==> src/rtl/cisw_pkg.sv <==
package cisw_pkg;
  localparam int CISW_ADDR_W = 6;
  localparam int CISW_DATA_W = 32;
  localparam int CISW_LANES  = CISW_DATA_W / 8;
  localparam int ROM_DWORDS  = 4;

  typedef struct packed {
    logic                   ramWr;
    logic [CISW_ADDR_W-1:0] wrIdx;
    logic [CISW_LANES-1:0]  wrLanes;
    logic [CISW_DATA_W-1:0] wrData;
    logic                   rdValid;
    logic                   rdFromRam;
    logic [CISW_ADDR_W-1:0] rdIdx;
  } ctrlStrobes_t;

  // fixed tuple stream, lowest byte of each dword in bits 7:0
  function automatic logic [CISW_DATA_W-1:0] romWord(input logic [CISW_ADDR_W-1:0] i);
    case (i)
      6'd0:    romWord = 32'h4943_0313;
      6'd1:    romWord = 32'hAA04_2053;
      6'd2:    romWord = 32'h2100_0155;
      6'd3:    romWord = 32'hFF00_0202;
      default: romWord = '0;
    endcase
  endfunction
endpackage

==> src/rtl/cisw_ctrl.sv <==
module cisw_ctrl
  import cisw_pkg::*;
#(
  parameter int RAM_DEPTH = 46,
  parameter int BASE_LO   = 18,
  parameter int BASE_HI   = 32,
  parameter int LAST_DW   = 63
) (
  input  logic                   clk,
  input  logic                   rstN,
  input  logic                   baseSel,
  input  logic                   cfgReady,
  input  logic                   cfgWrAllow,
  input  logic                   cfgRdEn,
  input  logic                   cfgWrEn,
  input  logic [CISW_ADDR_W-1:0] cfgAddr,
  input  logic [CISW_LANES-1:0]  cfgByteEn,
  input  logic [CISW_DATA_W-1:0] cfgWrData,
  input  logic                   eeWrEn,
  input  logic [CISW_ADDR_W-1:0] eeIdx,
  input  logic [CISW_DATA_W-1:0] eeWrData,
  output ctrlStrobes_t           strobes,
  output logic                   cisSelQ
);
  localparam int EW = CISW_ADDR_W + 1;
  localparam logic [EW-1:0] DEPTH_E = EW'(RAM_DEPTH);
  localparam logic [EW-1:0] LAST_E  = EW'(LAST_DW);
  localparam logic [EW-1:0] ROM_E   = EW'(ROM_DWORDS);
  localparam logic [CISW_ADDR_W-1:0] BLO = CISW_ADDR_W'(BASE_LO);
  localparam logic [CISW_ADDR_W-1:0] BHI = CISW_ADDR_W'(BASE_HI);

  logic [CISW_ADDR_W-1:0] base;
  logic [CISW_ADDR_W-1:0] idx;
  logic inWin, eeHit, cfgWrOk;

  always_comb begin
    base    = baseSel ? BHI : BLO;
    inWin   = (cfgAddr >= base) && ({1'b0, cfgAddr} <= LAST_E);
    idx     = cfgAddr - base;
    eeHit   = eeWrEn && ({1'b0, eeIdx} < DEPTH_E);
    cfgWrOk = cfgWrEn && cfgReady && cfgWrAllow && inWin;

    strobes           = '0;
    strobes.rdFromRam = cisSelQ;
    strobes.rdIdx     = idx;
    strobes.rdValid   = cfgRdEn && cfgReady && inWin &&
                        (cisSelQ || ({1'b0, idx} < ROM_E));
    if (eeHit) begin
      strobes.ramWr   = 1'b1;
      strobes.wrIdx   = eeIdx;
      strobes.wrLanes = '1;
      strobes.wrData  = eeWrData;
    end else if (cfgWrOk) begin
      strobes.ramWr   = 1'b1;
      strobes.wrIdx   = idx;
      strobes.wrLanes = cfgByteEn;
      strobes.wrData  = cfgWrData;
    end
  end

  always_ff @(posedge clk) begin
    if (!rstN)      cisSelQ <= 1'b0;
    else if (eeHit) cisSelQ <= 1'b1;
  end
endmodule

==> src/rtl/cisw_datapath.sv <==
module cisw_datapath
  import cisw_pkg::*;
#(
  parameter int RAM_DEPTH = 46
) (
  input  logic                   clk,
  input  logic                   rstN,
  input  ctrlStrobes_t           strobes,
  output logic [CISW_DATA_W-1:0] rdData,
  output logic                   rdHit
);
  logic [CISW_DATA_W-1:0] mem [RAM_DEPTH];
  logic [CISW_DATA_W-1:0] srcWord;

  always_comb begin
    srcWord = strobes.rdFromRam ? mem[strobes.rdIdx] : romWord(strobes.rdIdx);
  end

  always_ff @(posedge clk) begin
    if (!rstN) begin
      rdData <= '0;
      rdHit  <= 1'b0;
    end else begin
      rdData <= strobes.rdValid ? srcWord : '0;
      rdHit  <= strobes.rdValid;
    end
  end

  for (genvar e = 0; e < RAM_DEPTH; e++) begin : gEntry
    for (genvar l = 0; l < CISW_LANES; l++) begin : gLane
      always_ff @(posedge clk) begin
        if (!rstN)
          mem[e][8*l +: 8] <= '0;
        else if (strobes.ramWr && strobes.wrLanes[l] &&
                 strobes.wrIdx == CISW_ADDR_W'(e))
          mem[e][8*l +: 8] <= strobes.wrData[8*l +: 8];
      end
    end
  end
endmodule

==> src/rtl/cis_tuple_window.sv <==
module cis_tuple_window
  import cisw_pkg::*;
#(
  parameter int RAM_DEPTH = 46,
  parameter int BASE_LO   = 18,
  parameter int BASE_HI   = 32,
  parameter int LAST_DW   = 63
) (
  input  logic                   clk,
  input  logic                   rstN,
  input  logic                   baseSel,
  input  logic                   cfgReady,
  input  logic                   cfgWrAllow,
  input  logic                   cfgRdEn,
  input  logic                   cfgWrEn,
  input  logic [CISW_ADDR_W-1:0] cfgAddr,
  input  logic [CISW_LANES-1:0]  cfgByteEn,
  input  logic [CISW_DATA_W-1:0] cfgWrData,
  input  logic                   eeWrEn,
  input  logic [CISW_ADDR_W-1:0] eeIdx,
  input  logic [CISW_DATA_W-1:0] eeWrData,
  output logic [CISW_DATA_W-1:0] cfgRdData,
  output logic                   cfgHit
);
  ctrlStrobes_t strobes;
  logic         cisSelQ;

  cisw_ctrl #(
    .RAM_DEPTH(RAM_DEPTH), .BASE_LO(BASE_LO), .BASE_HI(BASE_HI), .LAST_DW(LAST_DW)
  ) ctrl_i (
    .clk(clk), .rstN(rstN), .baseSel(baseSel), .cfgReady(cfgReady),
    .cfgWrAllow(cfgWrAllow), .cfgRdEn(cfgRdEn), .cfgWrEn(cfgWrEn),
    .cfgAddr(cfgAddr), .cfgByteEn(cfgByteEn), .cfgWrData(cfgWrData),
    .eeWrEn(eeWrEn), .eeIdx(eeIdx), .eeWrData(eeWrData),
    .strobes(strobes), .cisSelQ(cisSelQ)
  );

  cisw_datapath #(.RAM_DEPTH(RAM_DEPTH)) dp_i (
    .clk(clk), .rstN(rstN), .strobes(strobes),
    .rdData(cfgRdData), .rdHit(cfgHit)
  );
endmodule

==> config.mk <==
export PLATFORM = sky130hd
export DESIGN_NAME = cis_tuple_window
export DESIGN_NICKNAME = d
export VERILOG_FILES = /design/src/rtl/cisw_pkg.sv /design/src/rtl/cisw_ctrl.sv /design/src/rtl/cisw_datapath.sv /design/src/rtl/cis_tuple_window.sv
export SDC_FILE = /design/constraint.sdc
export NUM_CORES = 2
export LEC_CHECK = 0
export BUFFER_PORTS_ARGS = -buffer_cell sky130_fd_sc_hd__buf_2
export CORE_MARGIN = 4
export CORE_UTILIZATION = 55
export DETAILED_ROUTE_END_ITERATION = 8
export HOLD_SLACK_MARGIN = 0.12
export PLACE_DENSITY = 0.71
export SLEW_MARGIN = 10
export SYNTH_ARGS = -nofsm -noshare
export SYNTH_HDL_FRONTEND = slang
export SYNTH_SLANG_ARGS = --single-unit
==> constraint.sdc <==
create_clock -name clk -period 9.5 [get_ports clk]
set_input_delay 0.475 -clock clk [delete_from_list [all_inputs] [get_ports clk]]
set_output_delay 0.475 -clock clk [all_outputs]
set_load 0.01 [all_outputs]
After elaboration in Yosys (flattened, before gate mapping)
Memories as Yosys holds them, arrays and structs flattened.
Index checks and enable logic that the tools add are counted.
- register bits after elaboration: 34
- memory bits (writable): 1472
- output and inout bits: 33
- memories: 1
- add/sub/neg operators: 1
- $lt $le $gt $ge: 3
- equality and inequality tests: 48
- muxes and demuxes: 742
- bitwise logic cells: 184
- reduce and logical (&&, ||, !) cells: 199
- memory list (memory ; words ; width ; rd ports ; clocked after memory_dff ; wr ports ; RTL line ; source):
    dp_i.mem ; 46 ; 32 ; 1 ; 0 ; 46 ; cisw_datapath.sv:12 ; logic [CISW_DATA_W-1:0] mem [RAM_DEPTH];
- operators with widths (kind ; count):
    $mux W8 ; 184
    $mux W1 ; 553
    $logic_and A1 B1 Y1 ; 195
    $or A1 B1 Y1 ; 184
    $pmux W32 S4 ; 1
    $eq A6 B5 Y1 const B ; 16
    $mux W43 ; 2
    $eq A6 B6 Y1 const B ; 14
    $eq A6 B4 Y1 const B ; 8
    $mux W32 ; 1
    $eq A6 B2 Y1 const B ; 4
    $eq A6 B3 Y1 const B ; 4
    $eq A6 B1 Y1 const B ; 2
    $logic_not A6 Y1 ; 2
    $ge A6 B6 Y1 ; 1
    $lt A6 B3 Y1 const B ; 1
    $lt A6 B6 Y1 const B ; 1
    $mux W6 ; 1
    $sub A6 B6 Y6 ; 1
    $reduce_and A2 Y1 ; 1
    $logic_or A1 B1 Y1 ; 1

Logic depth before layout (Yosys ltp)
- word-level depth: 11
- depth in mapped cells: 13
- gate-level depth less buffers: 9

Modules after synthesis
A second synthesis with hierarchy kept.
- cell total of the unflattened synthesis: 4990
- area total of the unflattened synthesis: 70472.6 um2
- by module, submodules not included (module ; times used ; cells an instance ; area an instance (um2)):
    cisw_datapath ; 1 ; 4898 ; 69716.9
    cisw_ctrl ; 1 ; 92 ; 755.7

Least setup slack after synthesis
Ideal clock, no wire load.
- path kind: input port to flip-flop
- start: input baseSel
- end: memory dp_i.mem[24][0] (enable)
- arrival time: 3139 ps
- path slack: 5977 ps
- stages on the path: 11
- path buffers: 4
- cells stage by stage: ha_1 buf_2 and3b_1 o21a_1 o21a_1 buf_2 a31oi_2 nand2_1 buf_2 clkbuf_1 o21ai_0
- RTL lines (item ; RTL line ; source):
    start, declared ; cis_tuple_window.sv:11 ; input logic baseSel,
    end, declared ; cisw_datapath.sv:12 ;

==> impl_metrics.tcl <==
set metrics [dict create \
    relSlewSlack_pct 1.401 \
    min-delay-start "eeWrData[23]" \
    setup_viol 0 \
    die_h_um 359.0 \
    synth_edf_count 1472 \
    cts_root_buffer "clkbuf_16" \
    grt_usage_pct 31.29 \
    die_x_um 359.0 \
    layout.cells.non_filler 6566 \
    cts_hold_buf 0 \
    worstHoldPathCells 4 \
    fin_crit_sh_pct 49.74 \
    numCtsBuffers 151 \
    synth-async-reset-ratio_pct 0 \
    synth_area_um2 67760 \
    post_cts_resized 0 \
    drc 0 \
    crit_required_ns 9.89 \
    crit_chain "buf_2, inv_1, ha_4, buf_4, nand2_1, nand2_1, nand3_4, buf_4, o21ai_0" \
    nNetsFinal 4904 \
    status "finished with violations" \
    clk_pin_slew_worst_paths_ns 0.06 \
    synthDistinctLibCells 70 \
    syn_to_final_growth_pct 10.97 \
    via_per_inst 6.829 \
    grt_pass1_vias 43390 \
    start_kind "primary input" \
    ir_worst_vdd_v 0.0002094 \
    crit_path_end_kind "flip-flop" \
    die_area_um2 128900 \
    dp_cells 6284 \
    yosys_most_used_dff "edfxtp_1" \
    cts_setup_buffers 0 \
    min_to "dp_i.mem[33][23]$_SDFFCE_PN0P_" \
    avgSynthCellArea_um2 14.01 \
    core_um2 122000 \
    drv_cap 1 \
    fin_crit_ns 4.725 \
    syn_inst 4836 \
    final.setup.tns_ns 0 \
    via_count 44840 \
    cts-htree-levels 4 \
    max_stage_delay_ns 0.99 \
    path_class "primary input to flip-flop" \
    io_buffers 120 \
    antenna_found_initial 17 \
    leakage_nw 23.34 \
    drtAntennaViolNets 0 \
    r2r_cells 4 \
    ios 121 \
    grt_max_degree 178 \
    hold_class "primary input to flip-flop" \
    cts_tree "yes" \
    hold_ws_ns 0.2361 \
    slew_violations 0 \
    gp_congestion 0.9378 \
    yosys_warnings 0 \
    power_density_nw_per_um2 203.1 \
    dpl.hpwl_um 132800 \
    r2r_slack_ns 6.64 \
    clk_path_buf_depth 3 \
    cpMaxStageDelayCell "o21ai_0" \
    violations "capacitance limit" \
    r2r_start "ctrl_i.cisSelQ$_SDFFE_PN0P_" \
    fmax_ghz 0.2116 \
    r2r_end "dp_i.rdData[6]$_SDFF_PN0_" \
    clk_latency_ns 0.78 \
    synth-seq-cells 1506 \
    worst_slew_pin_slew_ns 1.474 \
    post_drt_wl_per_cell_um 30.96 \
    rows 128 \
    synth_nets 4928 \
    clock_sink_count 1506 \
    cp_max_fo 54 \
    worstPathArrival_ns 5.11 \
    rsz0062_at_grt "false" \
    ys_seq_area_share_pct 66.24 \
    clock_skew_ns 0.03455 \
    drive_gt1_share_pct 20.60 \
    routed_wl_um 203300 \
    grt_pass1_wl_um 296100 \
    hold_viol 0 \
    start_util_pct 55.52 \
    dr.pass1.iters 6 \
    dr.first_iter.drc_count 7404 \
    grt.overflow.total 0 \
]
area by class of cell:
class / instances / area (um^2)
clock inverter: 80 / 760.7
inverter: 16 / 60.06
tap: 1625 / 2033
antenna: 10 / 25.02
sequential: 1506 / 44880
clock buffer: 192 / 4123
timing repair buffer: 298 / 2019
fill: 8953 / 46850
multi-input combinational: 2839 / 21290
metal layers:
metal  vias to the layer above  part of all wire, %  GRT usage (%)
li1                      18210                    -              -
met1                     22240                   34          42.30
met2                      3705                   46          47.12
met3                       666                   15          9.300
met4                        14                  5.7          14.92
met5                         -                0.038              0
report_power, final:
part	total, mW	switching (mW)	internal [mW]	leakage, nW
Combinational	1.57	1.01	0.554	6.69
Sequential	7.73	0.117	7.62	14.3
Clock	5.97	2.54	3.42	2.39
Total	15.3	3.68	11.6	23.3
synthesized netlist by cell type (7+ instances only):
library cell / instances / area share, %
a31oi_2: 7 / 0.13
a31oi_1: 50 / 0.46
nor3_1: 267 / 2.0
and3_1: 31 / 0.29
buf_2: 136 / 1.0
clkbuf_1: 301 / 1.7
o21ai_1: 41 / 0.30
mux2i_1: 22 / 0.32
o22ai_1: 27 / 0.25
mux4_2: 406 / 13
and4_1: 28 / 0.36
inv_1: 16 / 0.089
mux2_2: 19 / 0.32
dfxtp_1: 34 / 1.0
a21oi_1: 31 / 0.23
a22oi_1: 22 / 0.24
edfxtp_1: 1472 / 65
o211ai_1: 8 / 0.089
nor2_1: 1260 / 7.0
nand3b_1: 69 / 0.76
buf_1: 33 / 0.18
nand2_1: 140 / 0.78
o21ai_0: 239 / 1.8
nand3_1: 50 / 0.37
nand4_1: 21 / 0.19
cells in the final DEF, fill, tap and decap left out, drive strengths merged, types with 10 or more instances in the layout:
cell / n
mux4: 406
clkinv: 58
edfxtp: 1472
nand3b: 69
nor3: 267
nand3: 50
buf: 298
clkbuf: 192
a21oi: 34
nand2: 141
dfxtp: 34
mux2: 19
diode: 10
a31oi: 57
mux2i: 22
inv: 23
o21ai: 282
bufinv: 13
nor2: 1260
and4: 28
nand4: 21
a22oi: 22
and3: 31
o22ai: 27
through the flow:
stage / area, um^2 / worst slack, ns / total power, mW / util [%]
final: 75190 / 4.775 / 15.27 / 61.61
after global placement: 70270 / 4.262 / 9.356 / 57.58
after floorplan: 67760 / 5.977 / 8.737 / -
after global routing: 75160 / 4.588 / 15.63 / 61.59
after CTS: 75160 / 4.917 / 15.23 / 61.59
after detailed placement: 70270 / 4.163 / 9.388 / 57.58
flip-flops by register name, indices dropped and copies added (netlist names):
register,cells
dp_i.rdHit,1
dp_i.mem,1472
ctrl_i.cisSelQ,1
dp_i.rdData,32
kinds of logic after synthesis:
logic type / after synthesis / share of synthesized area [%]
compound gates: 489 / 4.465
buf+inv: 491 / 2.995
flops: 1506 / 66.24
simple gates: 1892 / 11.98
xor+xnor: 7 / 0.1127
fa+ha+maj: 4 / 0.07387
mux: 447 / 14.14
worst max path at each step:
| stage | start | to | slack, ns | cells past startpoint |
|---|---|---|---|---|
| after floorplan | baseSel | dp_i.mem[24][0]$_SDFFCE_PN0P_ | 5.98 | 11 |
| after global placement | baseSel | dp_i.mem[36][15]$_SDFFCE_PN0P_ | 4.26 | 10 |
| after detailed placement | baseSel | dp_i.mem[8][27]$_SDFFCE_PN0P_ | 4.16 | 9 |
| after CTS | baseSel | dp_i.mem[41][31]$_SDFFCE_PN0P_ | 4.92 | 9 |
| after global routing | baseSel | dp_i.mem[8][26]$_SDFFCE_PN0P_ | 4.59 | 9 |
| final | baseSel | dp_i.mem[13][1]$_SDFFCE_PN0P_ | 4.77 | 9 |
worst max-delay path, delay by kind of cell:
kind / cells / cell delay [ns]
AOI/OAI and AO/OA: 1 / 0.99
adders and majority gates: 1 / 0.69
and+or+nand+nor: 3 / 1.35
buffers and inverters: 4 / 1.50
Power figures use the tool's default switching activity.
